==> config.mk <==
export PLATFORM = sky130hd
export DESIGN_NAME = chroma_key_compositor
export DESIGN_NICKNAME = d
export VERILOG_FILES = /design/src/rtl/ckc_pkg.sv /design/src/rtl/ckc_regs.sv /design/src/rtl/ckc_match.sv /design/src/rtl/ckc_blend_lane.sv /design/src/rtl/chroma_key_compositor.sv
export SDC_FILE = /design/constraint.sdc
export NUM_CORES = 1
export LEC_CHECK = 0
export ABC_CLOCK_PERIOD_IN_PS = 10300
export BUFFER_PORTS_ARGS = -buffer_cell sky130_fd_sc_hd__clkbuf_2
export CAP_MARGIN = 10
export CORE_MARGIN = 3
export CORE_UTILIZATION = 60
export CTS_CLUSTER_SIZE = 20
export DETAILED_ROUTE_END_ITERATION = 8
export GPL_TIMING_DRIVEN = 0
export PLACE_DENSITY_LB_ADDON = 0.08
export SYNTH_ARGS = -nofsm -noshare
export SYNTH_HDL_FRONTEND = slang
export SYNTH_SLANG_ARGS = --single-unit
==> constraint.sdc <==
create_clock -name clk -period 10.3 [get_ports clk]
set_input_delay 2.575 -clock clk [delete_from_list [all_inputs] [get_ports clk]]
set_output_delay 2.575 -clock clk [all_outputs]
set_load 0.02 [all_outputs]
==> src/rtl/ckc_pkg.sv <==
package ckc_pkg;
  localparam int R_W   = 5;
  localparam int G_W   = 6;
  localparam int B_W   = 5;
  localparam int PIX_W = R_W + G_W + B_W;
  localparam int CH_W  = 8;
  localparam int A_W   = 8;

  typedef logic [PIX_W-1:0] pix_t;

  typedef struct packed {
    logic en;
    pix_t key;
  } keyctl_t;

  typedef struct packed {
    keyctl_t          ctl;
    pix_t             repl;
    logic [A_W-1:0]   alpha;
  } cfg_t;

  // Widen RGB565 to three 8-bit channels by repeating the top bits.
  function automatic logic [3*CH_W-1:0] widen(pix_t p);
    logic [R_W-1:0] r;
    logic [G_W-1:0] g;
    logic [B_W-1:0] b;
    r = p[PIX_W-1 -: R_W];
    g = p[B_W +: G_W];
    b = p[B_W-1:0];
    return {r, r[R_W-1 -: CH_W-R_W], g, g[G_W-1 -: CH_W-G_W], b, b[B_W-1 -: CH_W-B_W]};
  endfunction

  // Truncate three 8-bit channels back to RGB565.
  function automatic pix_t narrow(logic [3*CH_W-1:0] c);
    return {c[3*CH_W-1 -: R_W], c[2*CH_W-1 -: G_W], c[CH_W-1 -: B_W]};
  endfunction
endpackage

==> src/rtl/ckc_regs.sv <==
module ckc_regs
  import ckc_pkg::*;
(
  input  logic        clk,
  input  logic        rst,
  input  logic        wr,
  input  logic [1:0]  addr,
  input  logic [31:0] wdata,
  output logic [31:0] rdata,
  input  logic        vsync,
  output logic        upd_flag,
  output cfg_t        act
);
  cfg_t sh;
  logic unused_wbits;
  assign unused_wbits = ^wdata[31:PIX_W+1];

  always_ff @(posedge clk) begin
    if (rst) begin
      sh       <= '0;
      act      <= '0;
      upd_flag <= 1'b0;
    end else begin
      if (wr) begin
        case (addr)
          2'd0: sh.ctl   <= wdata[PIX_W:0];
          2'd1: sh.repl  <= wdata[PIX_W-1:0];
          2'd2: sh.alpha <= wdata[A_W-1:0];
          default: upd_flag <= wdata[0];
        endcase
      end
      if (vsync && upd_flag) act <= sh;
    end
  end

  always_comb begin
    case (addr)
      2'd0:    rdata = {{(32-PIX_W-1){1'b0}}, sh.ctl};
      2'd1:    rdata = {{(32-PIX_W){1'b0}}, sh.repl};
      2'd2:    rdata = {{(32-A_W){1'b0}}, sh.alpha};
      default: rdata = {31'd0, upd_flag};
    endcase
  end
endmodule

==> src/rtl/ckc_match.sv <==
module ckc_match
  import ckc_pkg::*;
(
  input  pix_t    pix,
  input  keyctl_t ctl,
  output logic    hit
);
  logic r_eq, g_eq, b_eq;
  assign r_eq = pix[PIX_W-1 -: R_W] == ctl.key[PIX_W-1 -: R_W];
  assign g_eq = pix[B_W +: G_W]     == ctl.key[B_W +: G_W];
  assign b_eq = pix[B_W-1:0]        == ctl.key[B_W-1:0];
  assign hit  = ctl.en && r_eq && g_eq && b_eq;
endmodule

==> src/rtl/ckc_blend_lane.sv <==
module ckc_blend_lane #(
  parameter int CH_W = 8,
  parameter int A_W  = 8
) (
  input  logic [A_W-1:0]  alpha,
  input  logic [CH_W-1:0] fg,
  input  logic [CH_W-1:0] bg,
  output logic [CH_W-1:0] mix
);
  localparam int SUM_W = CH_W + A_W + 1;
  localparam logic [SUM_W-1:0] FULL = SUM_W'((1 << A_W) - 1);
  localparam logic [SUM_W-1:0] HALF = SUM_W'(((1 << A_W) - 1) / 2);

  logic [SUM_W-1:0] sum, quo;
  assign sum = SUM_W'(alpha) * SUM_W'(fg) + (FULL - SUM_W'(alpha)) * SUM_W'(bg) + HALF;
  assign quo = sum / FULL;
  assign mix = quo[CH_W-1:0];
endmodule

==> src/rtl/chroma_key_compositor.sv <==
module chroma_key_compositor
  import ckc_pkg::*;
#(
  parameter bit BOTTOM_LAYER = 1'b0
) (
  input  logic        clk,
  input  logic        rst,
  input  logic        cfg_wr,
  input  logic [1:0]  cfg_addr,
  input  logic [31:0] cfg_wdata,
  output logic [31:0] cfg_rdata,
  input  logic        vsync,
  input  logic        in_valid,
  input  logic [15:0] in_upper,
  input  logic [15:0] in_lower,
  output logic        out_valid,
  output logic [15:0] out_pixel
);
  localparam logic [A_W-1:0] OPAQUE = '1;

  cfg_t act_cfg;
  logic upd_flag;
  logic hit;

  ckc_regs u_regs (
    .clk(clk), .rst(rst), .wr(cfg_wr), .addr(cfg_addr), .wdata(cfg_wdata),
    .rdata(cfg_rdata), .vsync(vsync), .upd_flag(upd_flag), .act(act_cfg)
  );

  generate
    if (BOTTOM_LAYER) begin : g_bottom
      assign hit = 1'b0;
    end else begin : g_keyed
      ckc_match u_match (.pix(in_upper), .ctl(act_cfg.ctl), .hit(hit));
    end
  endgenerate

  // Stage 1: key decision and colour selection
  logic           s1_valid;
  pix_t           s1_fg, s1_bg;
  logic [A_W-1:0] s1_alpha;

  always_ff @(posedge clk) begin
    if (rst) begin
      s1_valid <= 1'b0;
      s1_fg    <= '0;
      s1_bg    <= '0;
      s1_alpha <= '0;
    end else begin
      s1_valid <= in_valid;
      s1_fg    <= hit ? act_cfg.repl  : in_upper;
      s1_alpha <= hit ? act_cfg.alpha : OPAQUE;
      s1_bg    <= in_lower;
    end
  end

  // Stage 2: per-channel blend
  logic [3*CH_W-1:0] fg_w, bg_w, mix_w;
  assign fg_w = widen(s1_fg);
  assign bg_w = widen(s1_bg);

  generate
    for (genvar i = 0; i < 3; i++) begin : g_lane
      ckc_blend_lane #(.CH_W(CH_W), .A_W(A_W)) u_lane (
        .alpha(s1_alpha),
        .fg(fg_w[i*CH_W +: CH_W]),
        .bg(bg_w[i*CH_W +: CH_W]),
        .mix(mix_w[i*CH_W +: CH_W])
      );
    end
  endgenerate

  always_ff @(posedge clk) begin
    if (rst) begin
      out_valid <= 1'b0;
      out_pixel <= '0;
    end else begin
      out_valid <= s1_valid;
      out_pixel <= narrow(mix_w);
    end
  end
endmodule

# ---- Word level (Yosys, flattened, before mapping)
# Cells that the tools add are included.
dict set report classes {
  n_reduce_logical 10
  div 3
  n_bitwise 1
  multipliers 6
  muxes 3
  addsub 7
  n_eq_ne 5
}
# op count
set ops {}
lappend ops {{$add 16x17->17} 3}
lappend ops {{$add 17x7->17 const B} 3}
lappend ops {{$div 17x8->17 const B} 3}
lappend ops {{$mul 17x8->17} 3}
lappend ops {{$pmux 17 s3} 1}
lappend ops {{$mul 8x8->16} 3}
lappend ops {{$mux 16} 1}
lappend ops {{$eq 5x5->1} 2}
lappend ops {{$sub 8x8->9 const A} 1}
lappend ops {{$mux 8} 1}
lappend ops {{$reduce_and 2->1} 4}
lappend ops {{$eq 6x6->1} 1}
lappend ops {{$logic_and 1x1->1} 4}
lappend ops {{$reduce_or 3->1} 1}
lappend ops {{$eq 2x1->1 const B} 1}
lappend ops {{$eq 2x2->1 const B} 1}
lappend ops {{$logic_not 2->1} 1}
lappend ops {{$not 1->1} 1}
dict set report word_totals {
  out_inout_bits 49
  reg_bits 141
  elab_cells 50
  in_bits 71
}

# ---- Depth between registers and ports, before layout
dict set report depth {
  ltp_word 5
  ltp_mapped 39
}

# ---- Cells and area by module
# From an unflattened synthesis, not the netlist that was laid out.
dict set report unflattened {
  hier_cells 3131
  area_unflattened_um2 26983.4
}
# module n_inst seq_area_each_um2 cells_per_inst area_per_inst_um2
set by_module_without_submodules {}
lappend by_module_without_submodules {{ckc_blend_lane (g_lane[2].u_lane)} 1 0.0 870 7228.2}
lappend by_module_without_submodules {{ckc_blend_lane (g_lane[0].u_lane)} 1 0.0 840 6969.2}
lappend by_module_without_submodules {{ckc_blend_lane (g_lane[1].u_lane)} 1 0.0 851 6932.9}
lappend by_module_without_submodules {ckc_regs 1 1661.6 399 3932.5}
lappend by_module_without_submodules {chroma_key_compositor 1 1161.1 149 1739.2}
lappend by_module_without_submodules {ckc_match 1 0.0 22 181.4}

# ---- Worst setup path after synthesis
# OpenSTA, ideal clock, no wires.
dict set report synth_timing {
  kind {register -> register}
  from {register s1_alpha[1]}
  to {register out_pixel[5]}
  slack_ps 865
  stages_incl_launch_ff 34
  setup_ps 136
  synth_period_minus_slack_ps 9435
  t_arrival_ps 9299
  cell_sequence {dfxtp_1 clkbuf_1 and2_1 inv_1 fa_1 fa_1 inv_1 fa_1 fa_1 fa_1 inv_1 fa_1 inv_1 ha_1 a21o_1 a211o_1 o2111ai_2 and3_4 nand3_2 o41ai_4 a31o_2 and2_4 o211ai_2 or4b_4 nor4_1 nor2_1 maj3_1 xnor2_1 or4_1 a21o_1 or2_4 nor3_4 mux2i_1 o32ai_1}
}
dict set report synth_between {
  elab_chain_cells 5
  elab_cells_between_ends 6
  cone_classes {3 x add/sub; 2 x mul; 1 x div}
}
# element line_no
set synth_lines {}
lappend synth_lines {{start: declaration} chroma_key_compositor.sv:41} ;# logic [A_W-1:0] s1_alpha;
lappend synth_lines {{start signal: assignment} chroma_key_compositor.sv:52} ;# s1_alpha <= hit ? act_cfg.alpha : OPAQUE;
lappend synth_lines {{$sub 8x8->9} ckc_blend_lane.sv:15} ;# assign sum = SUM_W'(alpha) * SUM_W'(fg) + (FULL - SUM_W'(alpha)) * SUM_W'(bg) + HALF;
lappend synth_lines {{$mul 17x8->17} ckc_blend_lane.sv:15}
lappend synth_lines {{$add 16x17->17 *} ckc_blend_lane.sv:15}
lappend synth_lines {{$add 17x7->17 *} ckc_blend_lane.sv:15}
lappend synth_lines {{$div 17x8->17 *} ckc_blend_lane.sv:16} ;# assign quo = sum / FULL;
lappend synth_lines {{end signal: assignment} chroma_key_compositor.sv:79} ;# out_pixel <= narrow(mix_w);
lappend synth_lines {{end: declaration} chroma_key_compositor.sv:17} ;# output logic [15:0] out_pixel
# Every way passes the cells marked *; elsewhere a longest branch is shown, timed or not.
# A chain may end at the register's enable or synchronous reset.

# ---- Final worst setup path
dict set report layout_timing {
  from {register s1_alpha[5]}
  to {register out_pixel[5]}
}
# Same word-level chain as after synthesis.

==> results.yml <==
setup_path:
  crit_buf_inv: 6
  critPathCaptureType: "flip-flop"
  critPathTopFamily: "adder cells"
  critPathSlowestCell: "fa_1"
  criticalPathCategory: "reg2reg"
  cp-start-kind: "flip-flop"
  crit_required_ns: 10.60
  critPathArrivalTime_ns: 10.32
  reg2reg_slack_ns: 0.28
  crit_fanout: 10
  worst_r2r_path_depth: 34
  crit_top_cell: "fa_1"
  cp_slowest_stage_delay_ns: 0.60
  worstSetupPathDepth: 34
final_layout:
  fin_util_pct: 68.0
  nNetsFinal: 3239
  final_cell_mix: "379 x inv_1, 301 x fa_1, 293 x nand2_1, 169 x ha_1"
  drive_above_1_share_pct: 13.1
  multi_input_area_um2: 17700
  syn_to_final_growth_pct: 11.3
  area.sequential_um2: 2830
  final_common_cell: "inv_1"
  fill_cells: 3032
  final-instance-count-excl-fill: 3169
  final_area_um2: 24200
yosys:
  async_flop_share_pct: 0
  yosysWarnings: 0
  yosys.area.top_type_share_pct: 27.8
  syn_avg_cell_area_um2: 8.52
  syn_inst: 2554
  ys_top_cells_by_area: "fa_1 28%, dfxtp_1 13%, ha_1 9.9%"
  synth_seq_area_share_pct: 13.0
  synth-edff-count: 0
  synth-main-ff-cell: "dfxtp_1"
  syn_area_um2: 21800
  ys_types: 117
  ys_ff_latch: 141
  synth_top_area_cell: "fa_1"
global_route:
  grtUsageTotal_pct: 31.7
  grt_overflow: 0
  first_global_vias: 18900
  grt_pass1_wl_um: 96900
  grt_start_max_net_pins: 17
  antenna_found_initial: 1
drt:
  drt_iter0_markers: 1352
  drt_wl_total_um: 60300
  route.detailed.drc: 0
  vias: 18400
  ant_nets: 0
  firstDrtPassIters: 6
  viasPerCell: 5.82
  avgRoutedWirePerCell_um: 19.0
clock_tree:
  htreeDepth: 4
  clock_path_buffers: 2
  insertion_delay_ns: 0.46
  cts-root-buf: "clkbuf_16"
  cts_tree: "yes"
  clkTransAtPathRegs_ns: 0.07
  cts_sinks: 141
  cts_made_buffers: 17
place:
  port_buffers: 88
  dp_hpwl_um: 48800
  dp_cells: 3117
  place_congestion: 0.951
  dpl-instance-area_um2: 22800
timing:
  relSlewSlack_pct: 35.1
  drv_slew: 0
  finClkSkew_ns: 0.0256
  clock.fmax_mhz: 99.8
  whs_ns: 0.444
  period_share_pct: 97.3
  min_period_ns: 10.02
  hold_viol_final: 0
  rsz0062_at_grt: "true"
  tightestPinTransition_ns: 0.974
  setup_viol: 0
die:
  fp.dieH_um: 196
  die_width_um: 196
  rows: 69
  coreArea_um2: 35700
  initial_core_util_pct: 61.0
  fp.dieArea_um2: 38600
  ios: 120
run_status:
  outcome: "completed"
worst_hold_path:
  hold_path_depth: 1
  hold_class: "reg2reg"
run:
  maxCapViolCount: 0
==> synth_stat cells, types with 12 or more instances <==
cell type and number:
a21o_1 18, nor2_1 129, o211ai_1 19, nor2b_1 111, mux2i_1 47, clkbuf_1 77
or2_2 13, o21a_1 17, o21ai_0 55, nand4_1 14, inv_1 379, a31oi_1 16
a211oi_1 15, nand2b_1 63, and3_1 18, nand2_1 294, xor2_1 28, nand3_1 51
buf_4 17, o31ai_1 13, and2_1 83, o21ai_1 12, ha_1 172, dfxtp_1 141
xnor2_1 47, nor3_1 33, a21oi_1 141, fa_1 302, or3_1 14
==> what timing repair did <==
item                       CTS  global route
setup buffers                0            19
setup endpoints to repair    5             6
resized for setup           35           159
cloned                       0             1
hold buffers                 0             0
pin swaps                    0            18
==> worst reg2reg max path: cells and delay by family, from the launching register on <==
kind / cells / cell delay [ns]
adder cells (fa/ha/maj): 7 / 3.49
AND/OR/NAND/NOR: 9 / 2.82
AO/OA/AOI/OAI: 10 / 2.03
buffers and inverters: 6 / 0.75
multiplexers: 2 / 0.39
flip-flops: 1 / 0.38
==> flip-flops by register name (all words and copies together) (netlist names) <==
register	cells
u_regs.sh	41
out_pixel	16
s1_alpha	8
s1_valid	1
u_regs.act	41
s1_bg	16
u_regs.upd_flag	1
out_valid	1
s1_fg	16
==> cells by family (layout without fill, tap and decap cells) <==
family,count (synthesis),after routing,share of synthesized area [%]
mux,57,58,2.79
flops,141,141,13.0
simple gates,894,894,21.2
xor+xnor,76,76,3.09
fa+ha+maj,477,477,37.8
buf+inv,484,622,8.73
other cells,1,16,0.0172
compound gates,424,424,13.4
==> per-stage QoR <==
step	TNS (ns)	setup slack [ns]
after global placement	-1.44	-0.412
final	0	0.282
after global routing	-0.124	-0.118
after CTS	0	0.0161
after floorplan	0	0.865
after detailed placement	-1.93	-0.576
==> worst paths after layout <==
path,from,end
worst min-delay path,s1_valid,out_valid
worst max register to register,s1_alpha[5],out_pixel[5]
worst min register to register,s1_valid,out_valid
worst max-delay path,s1_alpha[5],out_pixel[5]
==> metal layers <==
| layer | GRT usage (%) | vias to the layer above | routed length [um] |
|---|---|---|---|
| met5 | 0 | - | 0 |
| met3 | 6.79 | 149 | 4680 |
| li1 | - | 8646 | - |
| met4 | 13.0 | 0 | 2370 |
| met1 | 41.6 | 8918 | 25000 |
| met2 | 51.7 | 736 | 28200 |
==> area by class of cell <==
type / count / area share [%]
sequential: 141 / 11.7
tap: 461 / 2.38
clock buffer: 17 / 1.76
timing repair buffer: 107 / 2.41
buffer: 104 / 2.33
clock inverter: 15 / 0.687
inverter: 379 / 5.87
multi-input combinational: 1944 / 72.9
antenna: 1 / 0.0103
Power is left out: the tool's default activity adds up to more than one toggle a clock period on the data nets, which glitch-free logic cannot reach.
